`config.mk`:
```
export PLATFORM = sky130hd
export DESIGN_NAME = irq_prio_ctrl
export DESIGN_NICKNAME = d
export VERILOG_FILES = /design/src/rtl/irq_pkg.sv /design/src/rtl/irq_ext_input.sv /design/src/rtl/irq_arbiter.sv /design/src/rtl/irq_level_track.sv /design/src/rtl/irq_prio_ctrl.sv
export SDC_FILE = /design/constraint.sdc
export NUM_CORES = 1
export LEC_CHECK = 0
export BUFFER_PORTS_ARGS = -buffer_cell sky130_fd_sc_hd__buf_2
export CAP_MARGIN = 20
export CORE_MARGIN = 4
export CORE_UTILIZATION = 39
export CTS_CLUSTER_SIZE = 14
export DETAILED_ROUTE_END_ITERATION = 10
export PLACE_DENSITY = 0.71
export RECOVER_POWER = 50
export SETUP_SLACK_MARGIN = 0.2
export SLEW_MARGIN = 20
export SYNTH_ARGS = -nofsm -noshare
export SYNTH_HDL_FRONTEND = slang
export SYNTH_SLANG_ARGS = --single-unit
```
`constraint.sdc`:
```
create_clock -name clk -period 1.65 [get_ports clk]
set_input_delay 0 -clock clk [delete_from_list [all_inputs] [get_ports clk]]
set_output_delay 0 -clock clk [all_outputs]
set_load 0.01 [all_outputs]
```
`src/rtl/irq_pkg.sv`:
```
package irq_pkg;
    localparam int NUM_EXT    = 2;
    localparam int NUM_SRC    = 2 * NUM_EXT + 1;
    localparam int IDX_W      = $clog2(NUM_SRC);
    localparam int VEC_W      = 16;
    localparam int VEC_BASE   = 3;
    localparam int VEC_STRIDE = 8;

    typedef enum logic [0:0] {
        ST_IDLE  = 1'b0,
        ST_OFFER = 1'b1
    } irq_state_e;

    function automatic logic [VEC_W-1:0] vector_of(input logic [IDX_W-1:0] idx);
        return VEC_W'(VEC_BASE) + VEC_W'(idx) * VEC_W'(VEC_STRIDE);
    endfunction
endpackage

```
`src/rtl/irq_ext_input.sv`:
```
module irq_ext_input (
    input  logic clk,
    input  logic rst_n,
    input  logic pin_n,
    input  logic edge_mode,
    input  logic clr,
    output logic req
);
    logic samp_q, prev_q, flag_q;

    // Two register stages give a clean falling-edge detect.
    always_ff @(posedge clk or negedge rst_n) begin
        if (!rst_n) begin
            samp_q <= 1'b1;
            prev_q <= 1'b1;
            flag_q <= 1'b0;
        end else begin
            samp_q <= pin_n;
            prev_q <= samp_q;
            if (prev_q && !samp_q)
                flag_q <= 1'b1;        // a new edge wins over a clear
            else if (clr)
                flag_q <= 1'b0;
        end
    end

    assign req = edge_mode ? flag_q : !samp_q;
endmodule

```
`src/rtl/irq_arbiter.sv`:
```
module irq_arbiter #(
    parameter int N     = 5,
    parameter int IDX_W = 3
) (
    input  logic [N-1:0]     pending,
    input  logic [N-1:0]     pri,
    input  logic             busy_hi,
    input  logic             busy_lo,
    output logic             win,
    output logic [IDX_W-1:0] win_idx,
    output logic             win_hi
);
    logic hi_ok, lo_ok;

    assign hi_ok = !busy_hi;
    assign lo_ok = !busy_hi && !busy_lo;

    always_comb begin
        win     = 1'b0;
        win_idx = '0;
        win_hi  = 1'b0;
        // Downward scans: the lowest index is written last and wins.
        for (int i = N - 1; i >= 0; i--) begin
            if (lo_ok && pending[i] && !pri[i]) begin
                win     = 1'b1;
                win_idx = IDX_W'(i);
                win_hi  = 1'b0;
            end
        end
        // The high-level scan runs second and overrides any low choice.
        for (int i = N - 1; i >= 0; i--) begin
            if (hi_ok && pending[i] && pri[i]) begin
                win     = 1'b1;
                win_idx = IDX_W'(i);
                win_hi  = 1'b1;
            end
        end
    end
endmodule

```
`src/rtl/irq_level_track.sv`:
```
module irq_level_track (
    input  logic clk,
    input  logic rst_n,
    input  logic take,
    input  logic take_hi,
    input  logic ret,
    output logic in_hi,
    output logic in_lo
);
    always_ff @(posedge clk or negedge rst_n) begin
        if (!rst_n) begin
            in_hi <= 1'b0;
            in_lo <= 1'b0;
        end else begin
            if (ret) begin
                if (in_hi)
                    in_hi <= 1'b0;
                else
                    in_lo <= 1'b0;
            end
            if (take) begin
                if (take_hi)
                    in_hi <= 1'b1;
                else
                    in_lo <= 1'b1;
            end
        end
    end
endmodule

```
`src/rtl/irq_prio_ctrl.sv`:
```
module irq_prio_ctrl
    import irq_pkg::*;
(
    input  logic             clk,
    input  logic             rst_n,
    input  logic [1:0]       ext_req_n,
    input  logic [1:0]       ext_edge_mode,
    input  logic [1:0]       tmr_ovf,
    input  logic             ser_evt,
    input  logic             en_we,
    input  logic [5:0]       en_wdata,
    input  logic             pri_we,
    input  logic [4:0]       pri_wdata,
    input  logic             irq_ack,
    input  logic             irq_ret,
    output logic             irq_valid,
    output logic [15:0]      irq_vector,
    output logic             in_svc_hi,
    output logic             in_svc_lo
);
    logic [NUM_SRC:0]   en_q;
    logic [NUM_SRC-1:0] pri_q;
    logic [NUM_SRC-1:0] src_req;
    logic [NUM_SRC-1:0] pending;
    logic [NUM_EXT-1:0] ext_req;
    logic [NUM_EXT-1:0] ext_clr;

    irq_state_e         state_q, state_d;
    logic [IDX_W-1:0]   sel_idx_q;
    logic               sel_hi_q;
    logic               win, win_hi, accept;
    logic [IDX_W-1:0]   win_idx;

    // Enable and priority registers.
    always_ff @(posedge clk or negedge rst_n) begin
        if (!rst_n) begin
            en_q  <= '0;
            pri_q <= '0;
        end else begin
            if (en_we)  en_q  <= en_wdata;
            if (pri_we) pri_q <= pri_wdata;
        end
    end

    // Source slots in polling order: external k at 2k, timer k at 2k+1, serial last.
    for (genvar k = 0; k < NUM_EXT; k++) begin : g_ext
        irq_ext_input u_ext (
            .clk       (clk),
            .rst_n     (rst_n),
            .pin_n     (ext_req_n[k]),
            .edge_mode (ext_edge_mode[k]),
            .clr       (ext_clr[k]),
            .req       (ext_req[k])
        );
        assign ext_clr[k]      = accept && (sel_idx_q == IDX_W'(2 * k));
        assign src_req[2*k]    = ext_req[k];
        assign src_req[2*k+1]  = tmr_ovf[k];
    end
    assign src_req[NUM_SRC-1] = ser_evt;

    assign pending = src_req & en_q[NUM_SRC-1:0] & {NUM_SRC{en_q[NUM_SRC]}};

    irq_arbiter #(.N(NUM_SRC), .IDX_W(IDX_W)) u_arb (
        .pending (pending),
        .pri     (pri_q),
        .busy_hi (in_svc_hi),
        .busy_lo (in_svc_lo),
        .win     (win),
        .win_idx (win_idx),
        .win_hi  (win_hi)
    );

    assign accept = (state_q == ST_OFFER) && irq_ack;

    irq_level_track u_lvl (
        .clk     (clk),
        .rst_n   (rst_n),
        .take    (accept),
        .take_hi (sel_hi_q),
        .ret     (irq_ret),
        .in_hi   (in_svc_hi),
        .in_lo   (in_svc_lo)
    );

    // Next-state logic: GRANT from IDLE, ACCEPT from OFFER.
    always_comb begin
        state_d = state_q;
        unique case (state_q)
            ST_IDLE:  if (win)     state_d = ST_OFFER;
            ST_OFFER: if (irq_ack) state_d = ST_IDLE;
            default:               state_d = ST_IDLE;
        endcase
    end

    // State register; the winner is latched on GRANT.
    always_ff @(posedge clk or negedge rst_n) begin
        if (!rst_n) begin
            state_q   <= ST_IDLE;
            sel_idx_q <= '0;
            sel_hi_q  <= 1'b0;
        end else begin
            state_q <= state_d;
            if (state_q == ST_IDLE && win) begin
                sel_idx_q <= win_idx;
                sel_hi_q  <= win_hi;
            end
        end
    end

    // Outputs.
    always_comb begin
        irq_valid  = 1'b0;
        irq_vector = '0;
        unique case (state_q)
            ST_IDLE:  irq_valid = 1'b0;
            ST_OFFER: begin
                irq_valid  = 1'b1;
                irq_vector = vector_of(sel_idx_q);
            end
            default:  irq_valid = 1'b0;
        endcase
    end
endmodule

```
* Word-level counts from Yosys, hierarchy flattened
Cells that the tools add are included.
** Storage, ports and cells
- Memories :: 0
- Memory bits (writable) :: 0
- Logic and storage cells :: 100
- Memory bits (read-only) :: 0
- Bits of input ports :: 24
- Output and inout port bits :: 19
- Register bits after elaboration :: 24
- Bits in latches :: 0
** Cells by class
- Order comparisons :: 0
- Equality and inequality tests :: 1
- Reductions and logical operators :: 39
- Shifts and indexed selects :: 0
- Multipliers :: 0
- Add/subtract/negate cells :: 1
- Divide/modulo/power cells :: 0
- Mux-type cells :: 43
- Bitwise logic cells :: 3
** Operators by type and width (count)
- 1-bit 2-to-1 mux :: 30
- 3-bit 2-to-1 mux :: 10
- 1-bit logical AND :: 27
- 5-bit AND :: 2
- 1-bit logical NOT :: 9
- 2-bit by 6-bit adder with 7-bit output (first input constant) :: 1
- 7-bit 2-to-1 mux :: 1
- 1-bit one-hot mux with 2 select lines :: 2
- 2-bit nonzero test :: 2
- 3-bit by 2-bit equality test with 1-bit output (second input constant) :: 1
- 3-bit logical NOT :: 1
- 1-bit inverter :: 1

* Longest topological paths before layout
- Depth in word-level cells :: 18
- Mapped depth :: 6

* Modules after synthesis
Synthesis repeated with hierarchy kept, for this count alone.
** Unflattened totals
- Cell total of the unflattened synthesis :: 116
- Area, all modules :: 1295.0 um^2
** Modules (own cells, without submodules)
- irq_prio_ctrl :: times used 1, cells an instance 61, area an instance 799.5 um^2
- irq_ext_input :: times used 2, cells an instance 8, area an instance 106.4 um^2
- irq_arbiter :: times used 1, cells an instance 31, area an instance 201.4 um^2
- irq_level_track :: times used 1, cells an instance 8, area an instance 81.3 um^2

* Least setup slack after synthesis
No wires, ideal clock.
- Path type :: reg2reg
- From :: register u_lvl.in_hi
- To :: register sel_idx_q[0]
- Stages on the path, launching flop included :: 7
- Arrival time :: 1.526 ns
- Library setup time :: 0.125 ns
- Path slack :: -0.001 ns
- Path through :: dfrtp_1 and2b_4 nand4_2 nand4_2 nor2b_4 a21oi_4 mux2_4
** On the way
- Word-level cells in the longest chain between the ends :: 15
** Ends and longest elaborated chain
- start, declared :: line irq_level_track.sv:7 : output logic in_hi,
- start signal, assigned :: line irq_level_track.sv:12 : in_hi <= 1'b0;
- start signal, assigned :: line irq_level_track.sv:17 : in_hi <= 1'b0;
- start signal, assigned :: line irq_level_track.sv:23 : in_hi <= 1'b1;
- 1-bit logical NOT (*) :: line irq_arbiter.sv:15, irq_arbiter.sv:16
- 1-bit logical AND :: line irq_arbiter.sv:16 : assign lo_ok = !busy_hi && !busy_lo;
- 1-bit logical AND (2 in a row) :: line irq_arbiter.sv:24 : if (lo_ok && pending[i] && !pri[i]) begin
- 1-bit 2-to-1 mux (5 in a row) :: line irq_arbiter.sv:24
- 1-bit 2-to-1 mux (5 in a row) :: line irq_arbiter.sv:32 : if (hi_ok && pending[i] && pri[i]) begin
- 1-bit logical AND :: line irq_prio_ctrl.sv:103 : if (state_q == ST_IDLE && win) begin
- end signal, assigned :: line irq_prio_ctrl.sv:104 : sel_idx_q <= win_idx;
- end, declared :: line irq_prio_ctrl.sv:29 : logic [IDX_W-1:0] sel_idx_q;
Mark *: on every way between the ends. The rest lies on a longest branch, timed or not.
A chain may end at the register's enable or synchronous reset.

* Final worst setup path
- From :: register en_q[5]
- To :: register sel_idx_q[0]
** On the way
- Word-level cells in the longest chain between the ends :: 14
** Ends and longest elaborated chain
- start, declared :: line irq_prio_ctrl.sv:21 : logic [NUM_SRC:0] en_q;
- start signal, assigned :: line irq_prio_ctrl.sv:40 : if (en_we) en_q <= en_wdata;
- 5-bit AND (*) :: line irq_prio_ctrl.sv:61 : assign pending = src_req & en_q[NUM_SRC-1:0] & {NUM_SRC{en_q[NUM_SRC]}};
- 1-bit logical AND (2 in a row) :: line irq_arbiter.sv:24
- 1-bit 2-to-1 mux (5 in a row) :: line irq_arbiter.sv:24
- 1-bit 2-to-1 mux (5 in a row) :: line irq_arbiter.sv:32
- 1-bit logical AND :: line irq_prio_ctrl.sv:103
Marked as above.

==> results.py <==
metrics = {
    "pwr": {
        "ir_worst_vdd_mv": 0.604,
        "power.leakage_uw": 0.000837,
        "p_total_uw": 1840,
        "p_per_area_nw_per_um2": 1060,
    },
    "job": {
        "maxCapViolations": 0,
    },
    "cts": {
        "clkTransAtPathRegs_ns": 0.12,
        "clk_latency_ns": 0.31,
        "root_buffer": "clkbuf_4",
        "cts_buffers": 3,
        "clockBufferDepth": 2,
        "ctsHtreeMaxLevel": 1,
        "cts_sinks": 24,
        "cts_tree": "yes",
    },
    "place": {
        "io_buffers": 31,
        "hpwlAfterDp_mm": 2.13,
        "place_congestion": 0.860,
        "pre_cts_slack_ns": -0.0582,
        "dp_cells": 187,
    },
    "logic_synthesis": {
        "synth-seq-cells": 24,
        "synthTopCellsByArea": "dfrtp_1, mux2_2, dfstp_2",
        "ys_warn_count": 0,
        "netlist.area_leader.share_pct": 37.9,
        "synth_cell_types": 41,
        "yosysSeqAreaShare_pct": 45.8,
        "synth_edf_count": 0,
        "synth_async_sr_flop_share_pct": 100,
        "avgSynthCellArea_um2": 11.8,
        "syn_inst": 112,
        "synthFlopType": "dfrtp_1",
        "synthesis.area_um2": 1320,
        "synth_top_area_cell": "dfrtp_1",
    },
    "sta": {
        "fin_ws_ns": -0.0313,
        "finalSetupViolations": 4,
        "max_freq_mhz": 595,
        "final_hold_viol_count": 0,
        "maxSlewHeadroom_pct": 17.2,
        "holdWs_ns": 0.0102,
        "finalCritPeriodShare_pct": 102,
        "fin_skew_ns": 0.00484,
        "tightestPinTransition_ns": 1.24,
        "finalCriticalPeriod_ns": 1.68,
        "slew_viol_final": 0,
        "rsz0062_at_grt": "yes",
    },
    "routing": {
        "drcViolationCount": 0,
        "via_per_inst": 4.76,
        "wl_per_cell_um": 12.8,
        "ant_nets": 0,
        "first_iter_violations": 12,
        "drt-pass1-iter-count": 4,
        "routed-via-count": 1009,
        "wl_mm": 2.72,
    },
    "layout": {
        "fillers": 281,
        "layout-area-overhead-vs-synth_pct": 31.2,
        "fin_util_pct": 55.0,
        "fin_cells": 212,
        "drive_above_1_share_pct": 46.4,
        "antenna_cells": 0,
        "nNetsFinal": 193,
    },
    "floorplan": {
        "die_h_um": 66.2,
        "initial_core_util_pct": 41.9,
        "ios": 43,
        "core_area_um2": 3150,
        "num_rows": 20,
        "die_w_um": 66.2,
        "dieArea_um2": 4380,
    },
    "critical_path": {
        "cp_max_fo": 6,
        "cp-end-kind": "register",
        "worstPathArrival_ns": 1.89,
        "cp-start-kind": "register",
        "crit_required_ns": 1.86,
        "path_class": "register to register",
    },
    "global_route": {
        "antenna_found_initial": 0,
        "first_global_vias": 1081,
        "grtUsageTotal_pct": 13.7,
        "grt_pass1_wl_mm": 4.64,
        "grt_max_degree": 25,
        "grt.overflow.total": 0,
    },
    "outcome": {
        "violations": "setup timing",
        "status": "finished, violations left",
    },
    "min_path": {
        "hold_path.class": "primary input to register",
    },
}
where the power goes:
group / switching [uW] / internal (uW)
logic: 328 / 387
registers: 141 / 720
clock network: 166 / 94.5
per-layer routing:
metal / wire length [um] / global-route usage, % / share of wire (%) / vias to the layer above
met5: 0 / 0 / 0 / -
met4: 41 / 4.57 / 1.5 / 0
met3: 123 / 2.04 / 4.5 / 5
met2: 1450 / 25.5 / 53 / 26
met1: 1100 / 15.8 / 41 / 489
li1: - / - / - / 489
cells by family after synthesis:
group                  synth area share, %
and+or+nand+nor                       20.3
DFF                                   45.8
buffers and inverters                 9.37
AOI/OAI and AO/OA                     11.5
muxes                                 12.8
other                                0.284
cells in the mapped netlist, drive strengths merged (2+ instances only):
cell and count:
a21oi 2, and2 5, and3 2, and4b 3
buf 13, dfrtp 20, dfstp 4, inv 6
mux2 14, nand2 4, nand2b 2, nand3 2
nand3b 2, nand4 5, nand4b 2, nor2 4
nor2b 2, o21ai 8
final timing paths:
path	endpoint	slack, ns	cells after the start	startpoint
min in group asynchronous	en_q[0]$_DFFE_PN0P_	0.46	2	rst_n
setup / recovery	sel_idx_q[0]$_DFFE_PN0P_	-0.03	5	en_q[5]$_DFFE_PN0P_
hold / removal	pri_q[4]$_DFFE_PN0P_	0.01	2	pri_we
hold reg to reg	g_ext[1].u_ext.prev_q$_DFF_PN1_	0.38	0	g_ext[1].u_ext.samp_q$_DFF_PN1_
max in group asynchronous	en_q[5]$_DFFE_PN0P_	0.38	2	rst_n
setup reg to reg	sel_idx_q[0]$_DFFE_PN0P_	-0.03	5	en_q[5]$_DFFE_PN0P_
layout by cell type, fill, tap and decap left out, drive strengths merged, types with 2 or more instances in the layout:
cell type	instances
nand4b	2
nor2b	2
nand3	2
mux2	14
nand2b	2
clkbuf	5
nor2	4
nand2	4
dlygate4sd3	16
dfstp	4
conb	11
o21ai	8
a21oi	2
and4b	3
nand3b	2
dfrtp	20
and2	5
inv	6
nand4	5
and3	2
buf	39
sequential cells by signal (all words and copies together) (netlist names):
name / cells
u_lvl.in_lo: 1
g_ext.u_ext.samp_q: 2
g_ext.u_ext.flag_q: 2
sel_idx_q: 3
g_ext.u_ext.prev_q: 2
u_lvl.in_hi: 1
pri_q: 5
sel_hi_q: 1
state_q: 1
en_q: 6
cell type report:
type / count / area (um^2) / share of cell area (%)
timing repair buffer: 56 / 385 / 22.2
clock buffer: 4 / 26.3 / 1.52
sequential: 24 / 607 / 35.0
tap: 44 / 55.1 / 3.18
multi-input combinational: 78 / 637 / 36.8
inverter: 6 / 22.5 / 1.30
per-stage QoR:
step           setup TNS, ns  cell area [um^2]
4_1_cts               -0.169              1720
5_1_grt               -0.413              1730
6_report              -0.106              1730
3_3_place_gp         -0.0242              1500
3_5_place_dp          -0.172              1500
2_1_floorplan              0              1360
critical path, cell delays in order (launching register included):
cell     delay [ns]
dfrtp_2        0.47
buf_6          0.14
and4b_2        0.23
o31ai_4        0.31
a21oi_4        0.12
mux2_4         0.31
what timing repair did:
| action | 4_1_cts | 5_1_grt |
|---|---|---|
| resized for setup | 4 | 1 |
| pin swaps | 5 | 3 |
| buffers inserted | 4 | 1 |
| setup endpoints to repair | 5 | 5 |
| endpoints found under the hold margin | 36 | 0 |
| hold buffers | 16 | 0 |
No activity file was read; power rests on OpenSTA's default activity.
